## src/rtl/idm_pkg.sv

```systemverilog
package idm_pkg;
    parameter int ADDR_W = 8;
    parameter int DATA_W = 8;
    parameter int BANK_W = 2;
    parameter int REG_W  = 3;
    localparam int DEPTH = 1 << ADDR_W;

    typedef enum logic [1:0] {
        TGT_NONE = 2'd0,
        TGT_RAM  = 2'd1,
        TGT_SFR  = 2'd2
    } target_e;

    typedef struct packed {
        logic              rd_sfr;
        logic              sfr_req;
        logic              sfr_we;
        logic [ADDR_W-1:0] sfr_addr;
        logic [DATA_W-1:0] sfr_wdata;
    } port_state_t;
endpackage

```

## src/rtl/idm_addr_resolve.sv

```systemverilog
module idm_addr_resolve
    import idm_pkg::*;
(
    input  logic [ADDR_W-1:0] acc_addr,
    input  logic              acc_indirect,
    input  logic              reg_mode,
    input  logic [REG_W-1:0]  reg_sel,
    input  logic [BANK_W-1:0] bank_sel,
    input  logic              any_access,
    output target_e           target,
    output logic [ADDR_W-1:0] eff_addr
);
    localparam int PAD_W = ADDR_W - BANK_W - REG_W;

    logic upper_half;

    always_comb begin
        if (reg_mode) begin
            eff_addr = {{PAD_W{1'b0}}, bank_sel, reg_sel};
        end else begin
            eff_addr = acc_addr;
        end
        upper_half = eff_addr[ADDR_W-1];
        if (!any_access) begin
            target = TGT_NONE;
        end else if (upper_half && !acc_indirect && !reg_mode) begin
            target = TGT_SFR;
        end else begin
            target = TGT_RAM;
        end
    end
endmodule

```

## src/rtl/idm_ram.sv

```systemverilog
module idm_ram
    import idm_pkg::*;
(
    input  logic              clk,
    input  logic              rst_n,
    input  logic              we,
    input  logic              re,
    input  logic [ADDR_W-1:0] addr,
    input  logic [DATA_W-1:0] wdata,
    output logic [DATA_W-1:0] rdata_q
);
    logic [DATA_W-1:0] cells [DEPTH];

    always_ff @(posedge clk or negedge rst_n) begin
        if (!rst_n) begin
            for (int i = 0; i < DEPTH; i++) begin
                cells[i] <= '0;
            end
            rdata_q <= '0;
        end else begin
            if (we) begin
                cells[addr] <= wdata;
            end
            if (re) begin
                rdata_q <= cells[addr];
            end else begin
                rdata_q <= '0;
            end
        end
    end
endmodule

```

## src/rtl/idata_mem.sv

```systemverilog
module idata_mem
    import idm_pkg::*;
(
    input  logic              clk,
    input  logic              rst_n,
    input  logic [ADDR_W-1:0] acc_addr,
    input  logic              acc_indirect,
    input  logic              reg_mode,
    input  logic [REG_W-1:0]  reg_sel,
    input  logic [BANK_W-1:0] bank_sel,
    input  logic              rd_en,
    input  logic              wr_en,
    input  logic [DATA_W-1:0] wr_data,
    output logic [DATA_W-1:0] rd_data,
    output logic              sfr_req,
    output logic              sfr_we,
    output logic [ADDR_W-1:0] sfr_addr,
    output logic [DATA_W-1:0] sfr_wdata,
    input  logic [DATA_W-1:0] sfr_rdata
);
    target_e           target;
    logic [ADDR_W-1:0] eff_addr;
    logic              ram_we;
    logic              ram_re;
    logic [DATA_W-1:0] ram_rdata;
    port_state_t       st_d;
    port_state_t       st_q;

    idm_addr_resolve u_resolve (
        .acc_addr     (acc_addr),
        .acc_indirect (acc_indirect),
        .reg_mode     (reg_mode),
        .reg_sel      (reg_sel),
        .bank_sel     (bank_sel),
        .any_access   (rd_en | wr_en),
        .target       (target),
        .eff_addr     (eff_addr)
    );

    assign ram_we = (target == TGT_RAM) && wr_en;
    assign ram_re = (target == TGT_RAM) && rd_en && !wr_en;

    idm_ram u_ram (
        .clk     (clk),
        .rst_n   (rst_n),
        .we      (ram_we),
        .re      (ram_re),
        .addr    (eff_addr),
        .wdata   (wr_data),
        .rdata_q (ram_rdata)
    );

    always_comb begin
        st_d = '0;
        if (target == TGT_SFR) begin
            st_d.sfr_req  = 1'b1;
            st_d.sfr_we   = wr_en;
            st_d.sfr_addr = eff_addr;
            st_d.rd_sfr   = rd_en && !wr_en;
            if (wr_en) begin
                st_d.sfr_wdata = wr_data;
            end
        end
    end

    always_ff @(posedge clk or negedge rst_n) begin
        if (!rst_n) begin
            st_q <= '0;
        end else begin
            st_q <= st_d;
        end
    end

    assign rd_data   = st_q.rd_sfr ? sfr_rdata : ram_rdata;
    assign sfr_req   = st_q.sfr_req;
    assign sfr_we    = st_q.sfr_we;
    assign sfr_addr  = st_q.sfr_addr;
    assign sfr_wdata = st_q.sfr_wdata;
endmodule

```

## config.mk

```make
export PLATFORM = sky130hd
export DESIGN_NAME = idata_mem
export DESIGN_NICKNAME = d
export VERILOG_FILES = /design/src/rtl/idm_pkg.sv /design/src/rtl/idm_addr_resolve.sv /design/src/rtl/idm_ram.sv /design/src/rtl/idata_mem.sv
export SDC_FILE = /design/constraint.sdc
export NUM_CORES = 2
export LEC_CHECK = 0
export ABC_AREA = 1
export BUFFER_PORTS_ARGS = -buffer_cell sky130_fd_sc_hd__buf_4
export CAP_MARGIN = 25
export CORE_AREA = 2 2 405 407
export DETAILED_ROUTE_END_ITERATION = 7
export DIE_AREA = 0 0 407 409
export HOLD_SLACK_MARGIN = 0.12
export PLACE_DENSITY = 0.76
export SLEW_MARGIN = 20
export SYNTH_ARGS = -nofsm -noshare
export SYNTH_HDL_FRONTEND = slang
export SYNTH_SLANG_ARGS = --single-unit
```

## constraint.sdc

```tcl
create_clock -name clk -period 2.55 [get_ports clk]
set_input_delay 0.3825 -clock clk [delete_from_list [all_inputs] [get_ports clk]]
set_output_delay 0.3825 -clock clk [all_outputs]
set_load 0.01 [all_outputs]
```

## Yosys cells after proc, flatten, opt, wreduce, memory -nomap -nowiden

Cells that the tools add are included.

- Memory bits (writable): 0
- ROM bits: 0
- Bits in registers: 2075
- Bits in latches: 0
- Output and inout bits: 26
- Memories: 0
- Bits of input ports: 35
- Logic and storage cells: 291

- Shift operators: 0
- Bitwise gates (word level): 2
- Equal/unequal tests: 2
- Add/sub/neg operators: 0
- Divide/modulo/power cells: 0
- Reduce and logical (&&, ||, !) cells: 10
- $lt $le $gt $ge: 2
- Multipliers: 0
- Multiplexer cells: 13

Operators with widths:

| cell | number |
|---|---|
| $bwmux 2048 | 1 |
| $bmux 8 s8 | 1 |
| $demux 8 s8 | 1 |
| $mux 8 | 7 |
| $mux 19 | 1 |
| $ge 9x9->1 const B | 1 |
| $lt 9x1->1 const B | 1 |
| $not 8->9 | 1 |
| $logic_and 1x1->1 | 7 |
| $mux 2 | 2 |
| $logic_not 1->1 | 3 |
| $eq 2x1->1 const B | 1 |
| $eq 2x2->1 const B | 1 |
| $or 1x1->1 | 1 |

## Depth between registers and ports, before layout

- Depth after elaboration: 9
- Depth in mapped cells: 21
- Mapped depth without buffers: 17

## Hierarchy

A second synthesis with hierarchy kept.

- Cells, all modules: 13003
- Area total of the unflattened synthesis: 96312.4 um^2

Modules (own cells, without submodules):

| module | area an instance (um^2) | times used | cells an instance | sequential area each (um^2) |
|---|---|---|---|---|
| idm_ram | 95273.9 | 1 | 12868 | 51449.3 |
| idata_mem | 898.4 | 1 | 106 | 475.5 |
| idm_addr_resolve | 140.1 | 1 | 29 | 0.0 |

## Least setup slack after synthesis

OpenSTA, ideal clock, no wires.

- Path type: input -> register
- Start point: input port reg_mode
- End point: register u_ram.cells[566] in the netlist's numbering
- Cell stages on the path: 13
- Path buffers: 5
- Setup time: 129 ps
- Data arrival time: 2198 ps
- Data required time: 2421 ps
- Path slack: 223 ps
- Path through: buf_6 inv_4 nand2_4 nand2_1 buf_4 nand2_2 buf_6 nor4_4 buf_6 nand2_2 buf_2 nand2_1 o21ai_1

- Longest elaborated chain between the ends: 7
- Elaborated cells between the ends (all ways): 15
- Those cells by class: 2 x order compare; 1 x eq/ne; 6 x mux; 1 x bitwise; 5 x reduce/logical

RTL lines:

| item | RTL line | text |
|---|---|---|
| from (decl) | idata_mem.sv:8 | `input logic reg_mode,` |
| $mux 8 | idm_addr_resolve.sv:18 | `if (reg_mode) begin` |
| $not 8->9 (implied by the code) / $logic_and 1x1->1 (equally long branches) | idm_ram.sv:22, idm_addr_resolve.sv:26 |  |
| $ge 9x9->1 (implied by the code), or another cell as far along | idm_ram.sv:22 | `cells[addr] <= wdata;` |
| $logic_and 1x1->1 (implied by the code) / $mux 2 (equally long branches) | idm_ram.sv:22, idm_addr_resolve.sv:26 |  |
| $mux 8 (implied by the code) / $mux 2 (equally long branches) | idm_ram.sv:22, idm_addr_resolve.sv:24 |  |
| $demux 8 s8 / $eq 2x1->1 (equally long branches) | idm_ram.sv:22, idata_mem.sv:40 |  |
| $bwmux 2048 / $logic_and 1x1->1 (equally long branches) | idm_ram.sv:22, idata_mem.sv:40 |  |
| to (signal, indexed assignment) | idm_ram.sv:22 |  |
| to (decl) | idm_ram.sv:12 | `logic [DATA_W-1:0] cells [DEPTH];` |

Several ways; a longest one is shown, not always the timed one.
A chain may end at the register's enable or synchronous reset.

## Worst setup path in the final report

- Start point: input port bank_sel[1]
- End point: register u_ram.rdata_q[0]

- Longest elaborated chain between the ends: 6

RTL lines:

| item | RTL line | text |
|---|---|---|
| from (decl) | idata_mem.sv:10 | `input logic [BANK_W-1:0] bank_sel,` |
| $mux 8 | idm_addr_resolve.sv:18 |  |
| $not 8->9 (implied by the code) | idm_ram.sv:25 | `rdata_q <= cells[addr];` |
| $bmux 8 s8 | idm_ram.sv:25 |  |
| $mux 8 (implied by the code) (2 in a row) | idm_ram.sv:25 |  |
| $mux 8 | idm_ram.sv:24 | `if (re) begin` |
| to (signal assigned) | idm_ram.sv:25 |  |
| to (decl) | idm_ram.sv:10 | `output logic [DATA_W-1:0] rdata_q` |

Every way passes these cells. The select of a mux whose other input is x is not followed.

==> results.py <==
metrics = {
    "final_layout": {
        "instances_no_fill": 15200,
        "seq_area_um2": 51900,
        "drive_gt1_share_pct": 12.9,
        "fill_cells": 12600,
        "layout-area-overhead-vs-synth_pct": 17.2,
        "most-common-layout-cells": "sky130_fd_sc_hd__nand2_1 (4630), sky130_fd_sc_hd__o21ai_0 (2457), sky130_fd_sc_hd__dfrtp_1 (2074)",
        "layout.cells.most_common": "sky130_fd_sc_hd__nand2_1",
        "utilization_after_layout_pct": 69.8,
        "design.final.nets": 12900,
        "multiInputGateArea_um2": 38700,
    },
    "global_routing": {
        "initial_antenna_violation_count": 10,
        "globalRouteTotalUtil_pct": 39.6,
        "largest_net_degree_at_the_start_of_global_routing": 147,
        "gr-usage-met1_pct": 53.0,
        "gr_overflow_total": 0,
        "grt_util_met3_pct": 10.2,
        "grt_most_used_layer": "met2",
        "grt_pass1_wl_mm": 507,
        "grt_pass1_vias": 86100,
        "grt.met2_usage_pct": 58.9,
    },
    "clock_tree": {
        "cts_buffers": 209,
        "clock_transition_at_path_regs_ns": 0.07,
        "clock_network_latency_to_the_later_pin_of_the_worst_skew_pair_ns": 0.87,
        "clock-root-buffer": "sky130_fd_sc_hd__clkbuf_16",
        "cts.path.max_buffers": 3,
        "cts_sinks": 2075,
        "post_cts_buffers": 0,
        "cts_tree": "yes",
        "cts.htree.levels": 4,
    },
    "detailed_routing": {
        "routed_wire_length_per_instance_um": 21.5,
        "first_pass_iters": 8,
        "initialDrtViolationCount": 11500,
        "drc_errors": 7,
        "vias": 89100,
        "route.antenna.remaining_nets": 0,
        "post_drt_via_cell_ratio": 5.87,
        "wire_length_after_detailed_routing_mm": 327,
    },
    "yosys": {
        "synth-seq-area-share_pct": 53.8,
        "post_synthesis_instance_area_um2": 96500,
        "syn_area_per_cell_um2": 7.72,
        "ys_ff_latch": 2075,
        "synth_cells": 12500,
        "synth_nets": 12500,
        "yosys_warning_total": 0,
        "yosysUniqueCellTypes": 30,
    },
    "worst_setup_path": {
        "critical_path.max_stage_delay_ns": 0.54,
        "critical_path.startpoint_type": "input pin",
        "cp_max_fo": 6,
        "worst_setup_path_end_kind": "flop",
        "setup.worst_path.class": "input pin to flop",
        "worst_ep_arrival_time_ns": 3.28,
        "worst-endpoint-required_ns": 3.27,
        "crit_chain": "dlygate4sd3_1 > buf_4 > o21ai_1 > nand2_1 > buf_4 > inv_1 > buf_4 > o21ai_0 > nand3_1 > nor2_1 > nor2_2 > nor2_1",
        "cpMaxStageDelayCell": "sky130_fd_sc_hd__dlygate4sd3_1",
        "cp_common_cell": "sky130_fd_sc_hd__buf_4",
    },
    "placed_design": {
        "place.gp.congestion": 0.997,
        "port_buffers": 60,
        "hpwl_mm": 213,
        "numPlacedInstances": 14800,
    },
    "timing": {
        "drv_slew": 0,
        "setup_violation_total_in_the_final_timing_report": 1,
        "achievable-frequency_mhz": 392,
        "rsz_0062_raised_after_global_routing": "false",
        "fin_skew_ns": 0.0358,
        "slew-limit-headroom_pct": 44.8,
        "finalHoldViolCount": 0,
        "layout_setup_ws_ns": -0.00169,
        "tightest_slew_ns": 0.828,
        "hold-worst-slack_ns": 0.198,
        "final_min_period_over_clock_period_pct": 100,
        "tmin_final_ns": 2.55,
        "setup_total_negative_slack_ns": -0.00169,
    },
    "die": {
        "coreArea_um2": 162000,
        "ports": 61,
        "initial_utilization_pct": 59.6,
        "die_h_um": 409,
        "core.rowCount": 148,
        "die_width_um": 407,
        "die-area_um2": 166000,
    },
    "outcome": {
        "failed_checks": "design-rule violations, negative setup slack",
        "status": "finished, violations left",
    },
    "min_path": {
        "timing.hold.worst.class": "input pin to flop",
    },
    "run": {
        "max_cap_violations": 0,
    },
    "power_and_ir_drop": {
        "ir_drop_v": 0.000769,
        "powerDensity_nw_per_um2": 686,
        "total_leakage_power_uw": 0.0553,
    },
}
[final cells by class]
| class | count | share of cell area, % |
|---|---|---|
| timing repair buffer | 1014 | 9.22 |
| antenna | 1 | 0.00221 |
| multi-input combinational | 8951 | 34.2 |
| inverter | 592 | 2.02 |
| tap | 2175 | 2.41 |
| clock buffer | 309 | 5.46 |
| clock inverter | 75 | 0.807 |
| sequential | 2075 | 45.9 |
[worst paths after layout]
| path | start | endpoint | slack, ns | depth (start not counted) |
|---|---|---|---|---|
| max in group asynchronous | rst_n | u_ram.cells[934] | 1.31 | 4 |
| min in group asynchronous | rst_n | u_ram.cells[1168] | 0.36 | 3 |
| max | bank_sel[1] | u_ram.rdata_q[0] | -0.002 | 12 |
| min reg2reg | u_ram.cells[332] | u_ram.cells[332] | 0.48 | 2 |
| max reg2reg | u_ram.cells[455] | u_ram.rdata_q[7] | 0.22 | 15 |
| min | reg_mode | sfr_addr[6] | 0.20 | 5 |
[synth_stat cells (all sizes together)]
cell    count  area share (%)
a21oi      10           0.052
buf       270             1.5
clkbuf    621             2.4
clkinv      2          0.0078
dfrtp    2075              54
inv       590             2.3
mux2        8           0.093
nand2    4672              18
nand3     264             1.4
nand3b     18            0.14
nand4      20            0.13
nor2     1121             4.4
nor3        3           0.051
nor4       10            0.22
o21ai    2548              13
o21bai      1          0.0078
o22ai      43            0.28
or2       233             1.5
[sequential cells by signal, indices dropped and copies added, names as in the netlist]
name,count
u_ram.cells,2048
sfr_addr,8
sfr_wdata,8
u_ram.rdata_q,8
sfr_req,1
sfr_we,1
st_q,1
[per-layer routing]
layer  up-vias  part of all wire (%)
met2      5205                    44
met3      1103                    11
met4        22                   6.2
li1      40200                     -
met1     42600                    39
met5         -                 0.046
[metrics by stage]
step / worst slack (ns) / instance area (um2) / power [uW]
floorplan: 0.223 / 96500 / 40900
global placement: -1.24 / 106000 / 45700
detailed placement: -1.24 / 106000 / 45900
CTS: 0.0105 / 113000 / 77500
global route: 0.0109 / 113000 / 80200
finish: -0.00169 / 113000 / 77600
[repair_timing]
action / in CTS / in global routing
hold buffers: 25 / 0
pin swaps: 0 / 0
endpoints found under the setup margin: 5 / 262
resized for setup: 3 / 10
endpoints found under the hold margin: 1517 / 0
[worst max-delay path, delay by kind of cell]
| kind | cells | cell delay [ns] |
|---|---|---|
| compound gates | 2 | 0.61 |
| simple gates | 5 | 0.95 |
| buf+inv | 5 | 1.32 |
[power breakdown]
part / internal [uW] / switching [uW]
Clock: 18500 / 13500
Sequential: 34400 / 898
Combinational: 3520 / 6860
Total: 56400 / 21200
[cells by family after synthesis]
logic type	Yosys count	synth area share [%]
flip-flops	2075	53.8
AND/OR/NAND/NOR	6341	26.3
buffers and inverters	1483	6.26
AO/OA/AOI/OAI	2602	13.6
multiplexers	8	0.0934
Power figures use the tool's default switching activity.
